File: src/rtl/arg_pkg.sv
package arg_pkg;
  typedef struct packed {
    logic       usb_mode;
    logic [3:0] rate_code;
    logic       core_div2;
  } rate_cfg_t;

  localparam logic [3:0] CODE_BASE = 4'b0000;
  localparam logic [3:0] CODE_ALT  = 4'b0001;
endpackage

File: src/rtl/arg_en_div2.sv
module arg_en_div2 (
  input  logic clk,
  input  logic rst,
  input  logic halve,
  output logic en_q
);
  logic tgl_q;

  always_ff @(posedge clk) begin
    if (rst) begin
      tgl_q <= 1'b0;
      en_q  <= 1'b0;
    end else begin
      tgl_q <= ~tgl_q;
      en_q  <= ~halve | tgl_q;
    end
  end


  en_alt_chk: assert property (@(posedge clk) disable iff (rst)
    (halve && $past(halve) && en_q) |=> !en_q);

  en_full_chk: assert property (@(posedge clk) disable iff (rst)
    !halve |=> en_q);
endmodule

File: src/rtl/arg_rate_sel.sv
module arg_rate_sel #(
  parameter int DIV_BASE = 256,
  parameter int DIV_ALT  = 384,
  parameter int DIV_USB  = 250,
  parameter int HALF_W   = 8
) (
  input  logic              usb_mode,
  input  logic [3:0]        rate_code,
  output logic [HALF_W-1:0] half_len
);
  import arg_pkg::*;

  localparam logic [HALF_W-1:0] HALF_BASE = HALF_W'(DIV_BASE / 2);
  localparam logic [HALF_W-1:0] HALF_ALT  = HALF_W'(DIV_ALT / 2);
  localparam logic [HALF_W-1:0] HALF_USB  = HALF_W'(DIV_USB / 2);

  always_comb begin
    half_len = HALF_BASE;
    if (usb_mode) begin
      if (rate_code == CODE_BASE) half_len = HALF_USB;
    end else begin
      if (rate_code == CODE_ALT) half_len = HALF_ALT;
    end
  end
endmodule

File: src/rtl/arg_frame_gen.sv
module arg_frame_gen #(
  parameter int HALF_W = 8
) (
  input  logic              clk,
  input  logic              rst,
  input  logic              restart,
  input  logic              tick,
  input  logic [HALF_W-1:0] half_len,
  output logic              bclk_q,
  output logic              lrc_q
);
  logic [HALF_W-1:0] pos_q, pos_nx, last_pos;
  logic              at_last, bclk_nx;

  always_comb begin
    last_pos = half_len - HALF_W'(1);
    at_last  = (pos_q == last_pos);
    pos_nx   = at_last ? '0 : pos_q + HALF_W'(1);
    bclk_nx  = pos_nx[1] | (pos_nx == last_pos);
  end

  always_ff @(posedge clk) begin
    if (rst || restart) begin
      pos_q  <= '0;
      bclk_q <= 1'b0;
      lrc_q  <= 1'b0;
    end else if (tick) begin
      pos_q  <= pos_nx;
      bclk_q <= bclk_nx;
      if (at_last) lrc_q <= ~lrc_q;
    end
  end


  pos_range_chk: assert property (@(posedge clk) disable iff (rst)
    !restart |-> (pos_q < half_len));

  bclk_hold_chk: assert property (@(posedge clk) disable iff (rst)
    (!tick && !restart) |=> ($stable(bclk_q) && $stable(lrc_q)));

  lrc_on_fall_chk: assert property (@(posedge clk) disable iff (rst)
    (!$past(restart) && (lrc_q != $past(lrc_q))) |-> ($past(bclk_q) && !bclk_q));

  restart_clear_chk: assert property (@(posedge clk) disable iff (rst)
    restart |=> (!lrc_q && !bclk_q && pos_q == '0));
endmodule

File: src/rtl/audio_rate_gen.sv
module audio_rate_gen #(
  parameter int DIV_BASE = 256,
  parameter int DIV_ALT  = 384,
  parameter int DIV_USB  = 250
) (
  input  logic       clk,
  input  logic       rst,
  input  logic       cfg_usb_mode,
  input  logic [3:0] cfg_rate_code,
  input  logic       cfg_core_div2,
  input  logic       cfg_out_div2,
  output logic       core_en,
  output logic       clkout_en,
  output logic       bclk,
  output logic       adc_lrc,
  output logic       dac_lrc
);
  import arg_pkg::*;

  localparam int MAX_AB  = (DIV_BASE > DIV_ALT) ? DIV_BASE : DIV_ALT;
  localparam int MAX_DIV = (MAX_AB > DIV_USB) ? MAX_AB : DIV_USB;
  localparam int HALF_W  = $clog2(MAX_DIV / 2 + 1);

  rate_cfg_t         cfg_now, cfg_q;
  logic              restart;
  logic [HALF_W-1:0] half_len;
  logic              lrc_q;

  assign cfg_now = '{usb_mode: cfg_usb_mode, rate_code: cfg_rate_code,
                     core_div2: cfg_core_div2};

  always_ff @(posedge clk) begin
    cfg_q <= cfg_now;
  end

  assign restart = !rst && (cfg_now != cfg_q);

  arg_en_div2 u_core_en (
    .clk  (clk),
    .rst  (rst),
    .halve(cfg_core_div2),
    .en_q (core_en)
  );

  arg_en_div2 u_out_en (
    .clk  (clk),
    .rst  (rst),
    .halve(cfg_out_div2),
    .en_q (clkout_en)
  );

  arg_rate_sel #(
    .DIV_BASE(DIV_BASE),
    .DIV_ALT (DIV_ALT),
    .DIV_USB (DIV_USB),
    .HALF_W  (HALF_W)
  ) u_rate (
    .usb_mode (cfg_usb_mode),
    .rate_code(cfg_rate_code),
    .half_len (half_len)
  );

  arg_frame_gen #(
    .HALF_W(HALF_W)
  ) u_frame (
    .clk     (clk),
    .rst     (rst),
    .restart (restart),
    .tick    (core_en),
    .half_len(half_len),
    .bclk_q  (bclk),
    .lrc_q   (lrc_q)
  );

  assign adc_lrc = lrc_q;
  assign dac_lrc = lrc_q;
endmodule

File: config.mk
export PLATFORM = sky130hd
export DESIGN_NAME = audio_rate_gen
export DESIGN_NICKNAME = d
export VERILOG_FILES = /design/src/rtl/arg_pkg.sv /design/src/rtl/arg_en_div2.sv /design/src/rtl/arg_rate_sel.sv /design/src/rtl/arg_frame_gen.sv /design/src/rtl/audio_rate_gen.sv
export SDC_FILE = /design/constraint.sdc
export NUM_CORES = 1
export LEC_CHECK = 0
export ABC_CLOCK_PERIOD_IN_PS = 3200
export BUFFER_PORTS_ARGS = -buffer_cell sky130_fd_sc_hd__buf_4
export CORE_ASPECT_RATIO = 1.5
export CORE_MARGIN = 8
export CORE_UTILIZATION = 35
export DETAILED_ROUTE_END_ITERATION = 6
export GPL_TIMING_DRIVEN = 0
export SLEW_MARGIN = 30
export SYNTH_ARGS = -nofsm -noshare
export SYNTH_HDL_FRONTEND = slang
export SYNTH_SLANG_ARGS = --single-unit
export TNS_END_PERCENT = 100
File: constraint.sdc
create_clock -name clk -period 3.2 [get_ports clk]
set_input_delay 0 -clock clk [delete_from_list [all_inputs] [get_ports clk]]
set_output_delay 0 -clock clk [all_outputs]
set_load 0.02 [all_outputs]
==> flow_summary.json <==
{
  "worst_clock_skew_ps": 4.207,
  "grt_pass1_wl_mm": 3.705,
  "finalWirelength_mm": 2.111,
  "whs_ps": 390.0,
  "grt_use_total": 0.09921,
  "p_seq_frac": 0.463,
  "regArea_um2": 400.4,
  "setup_viol": 0,
  "cp.required_ps": 3390,
  "first_pass_iters": 4,
  "synth_seq_cells": 20,
  "die-area_um2": 4881,
  "clock_sinks": 20,
  "p_switching_mw": 0.1118,
  "synth_cells": 110,
  "ys_seq_area_frac": 0.3980,
  "p_per_area_nw_per_um2": 427.1,
  "grt_pass1_vias": 925,
  "critical_path_class": "in2reg",
  "fp.dieH_um": 81.66,
  "grt_max_degree": 13,
  "die_w_um": 59.78,
  "top_level_ports": 14,
  "slew_headroom": 0.6391,
  "synthSimpleGateAreaFrac": 0.2587,
  "status": "completed",
  "clkTransAtPathRegs_ps": 70,
  "synth_top_family_by_area": "simple AND/OR/NAND/NOR gates",
  "finalCriticalPeriod_ps": 2027,
  "synthAdderAreaFrac": 0.01244,
  "fin_tns_setup_ps": 0,
  "drc_errors": 0,
  "drive_gt1_frac": 0.1912,
  "synth_area_um2": 1006,
  "dp_hpwl_mm": 1.596,
  "synth_warnings": 0,
  "io_buffers": 13,
  "ys_types": 37,
  "tightest_slew_ps": 541.4,
  "antenna_found_initial": 0,
  "syn_avg_cell_area_um2": 9.145,
  "cts_max_path_buffers": 2,
  "p_sw_frac": 0.1992,
  "core-area_um2": 2823,
  "ir_drop_uv": 311.2,
  "p_comb_frac": 0.085,
  "num_rows": 24,
  "hold_class": "in2reg",
  "stdcell_count": 175,
  "synth_mux_area_frac": 0.01990,
  "internal_power_mw": 0.4494,
  "htree_levels": 1,
  "synth_compound_area_frac": 0.1866,
  "final_common_cell": "dfxtp_1",
  "gp_congestion": 0.8177,
  "nFillCells": 289,
  "p_leak_nw": 0.4786,
  "multi_input_comb_area_um2": 568.0,
  "dp.cells": 162,
  "cts_tree": "yes",
  "diodes": 0,
  "clk_latency_ps": 270,
  "cts_root_buffer": "clkbuf_8",
  "fmax_ghz": 0.4934,
  "end_kind": "flop",
  "grt-ovfl-total": 0,
  "wl_per_cell_um": 12.06,
  "rsz0062_at_grt": "false",
  "ant_nets": 0,
  "numCtsBuffers": 3,
  "syn_nets": 120,
  "start_util": 0.3564,
  "fin_crit_sh": 0.6334,
  "maxSlewViolCount": 0,
  "final_nets": 147,
  "hold_viol": 0,
  "final_cell_mix": "20 x dfxtp_1, 14 x buf_4, 9 x nor2_1, 9 x nand2_1, 9 x dlygate4sd3_1",
  "cp_data_arrival_time_ps": 2220,
  "dr.first_iter.drc_count": 33,
  "syn_to_final_growth_pct": 30.60,
  "critical_path.max_fanout": 10,
  "post_cts_buffers": 0,
  "vias": 876,
  "clkPwrFrac": 0.452,
  "synth_xor_area_frac": 0.08706,
  "crit_path_start_kind": "primary input",
  "drv_cap": 0,
  "avgViaCountPerCell": 5.006
}
worst paths after layout:
path                                       to                          start  slack (ps)  cells after the start
setup / recovery  u_frame.bclk_q$_SDFFE_PP0P_               cfg_rate_code[1]        1170                      9
setup reg to reg  u_frame.bclk_q$_SDFFE_PP0P_  u_frame.pos_q[0]$_SDFFE_PP0P_        1200                      6
hold reg to reg     u_out_en.tgl_q$_SDFF_PP0_      u_out_en.tgl_q$_SDFF_PP0_         410                      1
hold / removal               cfg_q[0]$_DFF_P_                  cfg_core_div2         390                      2
cells in the mapped netlist:
| master | number | area share |
|---|---|---|
| buf_4 | 1 | 0.0075 |
| xor2_1 | 6 | 0.052 |
| and4b_1 | 1 | 0.010 |
| a2bb2oi_1 | 2 | 0.017 |
| a21oi_1 | 7 | 0.035 |
| or3_4 | 1 | 0.011 |
| ha_1 | 1 | 0.012 |
| nand4_1 | 3 | 0.019 |
| a2111oi_4 | 1 | 0.027 |
| nor3_1 | 4 | 0.020 |
| o211a_1 | 1 | 0.010 |
| clkinv_1 | 1 | 0.0037 |
| a21oi_2 | 1 | 0.0087 |
| xnor2_1 | 4 | 0.035 |
| nand2b_1 | 4 | 0.025 |
| mux2i_1 | 2 | 0.020 |
| o211ai_2 | 1 | 0.012 |
| and4_1 | 1 | 0.0087 |
| and3_1 | 2 | 0.012 |
| o221ai_2 | 1 | 0.015 |
| and2_1 | 1 | 0.0062 |
| o21ai_1 | 4 | 0.020 |
| or3_1 | 1 | 0.0062 |
| nor4_2 | 1 | 0.012 |
| nand3_1 | 2 | 0.010 |
| a211o_1 | 1 | 0.0087 |
| nor4_1 | 1 | 0.0062 |
| nor2_1 | 9 | 0.034 |
| buf_6 | 1 | 0.011 |
| buf_1 | 1 | 0.0037 |
| o21ai_0 | 4 | 0.020 |
| nor2b_1 | 3 | 0.019 |
| nand2_1 | 9 | 0.034 |
| inv_1 | 3 | 0.011 |
| or3b_1 | 3 | 0.026 |
| a22oi_2 | 1 | 0.012 |
| dfxtp_1 | 20 | 0.40 |
logic make-up after synthesis:
family	count (synthesis)
simple gates	46
compound gates	24
flops	20
xor+xnor	10
buf+inv	7
mux	2
fa+ha+maj	1
layer usage:
metal	global-route usage	vias up	wire length [um]
li1	-	444	-
met1	0.08942	406	808
met2	0.1842	19	1141
met3	0.02038	7	88
met4	0.07914	0	72
met5	0	-	0
state kept, by name, indices dropped and copies added, names as in the netlist:
| signal | cells |
|---|---|
| u_out_en.tgl_q | 1 |
| u_frame.pos_q | 8 |
| u_out_en.en_q | 1 |
| u_frame.lrc_q | 1 |
| u_frame.bclk_q | 1 |
| u_core_en.tgl_q | 1 |
| u_core_en.en_q | 1 |
| cfg_q | 6 |
metrics by stage:
step	util	area, um^2	total power, mW	setup slack (ps)
final	0.4654	1314	0.5612	1173
after global routing	0.4654	1314	0.5783	1011
after CTS	0.4654	1314	0.5678	1159
after detailed placement	0.4082	1152	0.3046	1198
after global placement	0.4082	1152	0.3034	1241
after floorplan	-	1006	0.2857	1372
final cells by class:
type,instances,share of cell area
Multi-Input combinational cell,83,0.4324
Sequential cell,20,0.3048
Timing Repair Buffer,22,0.1429
Tap cell,39,0.03714
Clock buffer,3,0.03143
Clock inverter,1,0.02286
Buffer,3,0.01714
Inverter,4,0.01143
power groups by stage:
stage	Combinational [mW]	Clock, mW	Sequential (mW)
CTS	0.0481	0.260	0.260
detailed placement	0.0391	0	0.266
floorplan	0.0184	0	0.267
global placement	0.0382	0	0.265
global route	0.0516	0.266	0.260
finish	0.0477	0.254	0.260
what timing repair did:
item | CTS | global route
gates resized for setup | 0 | 0
hold buffers | 9 | 0
endpoints found under the hold margin | 10 | 0
critical path: stages:
cell           delay (ps)
dlygate4sd3_1         540
buf_4                 150
nor3_1                410
a211o_1               230
a22oi_2               100
buf_6                 160
a2111oi_4             330
o221ai_2              160
a21oi_2               140
(Power assumes the default switching activity.)
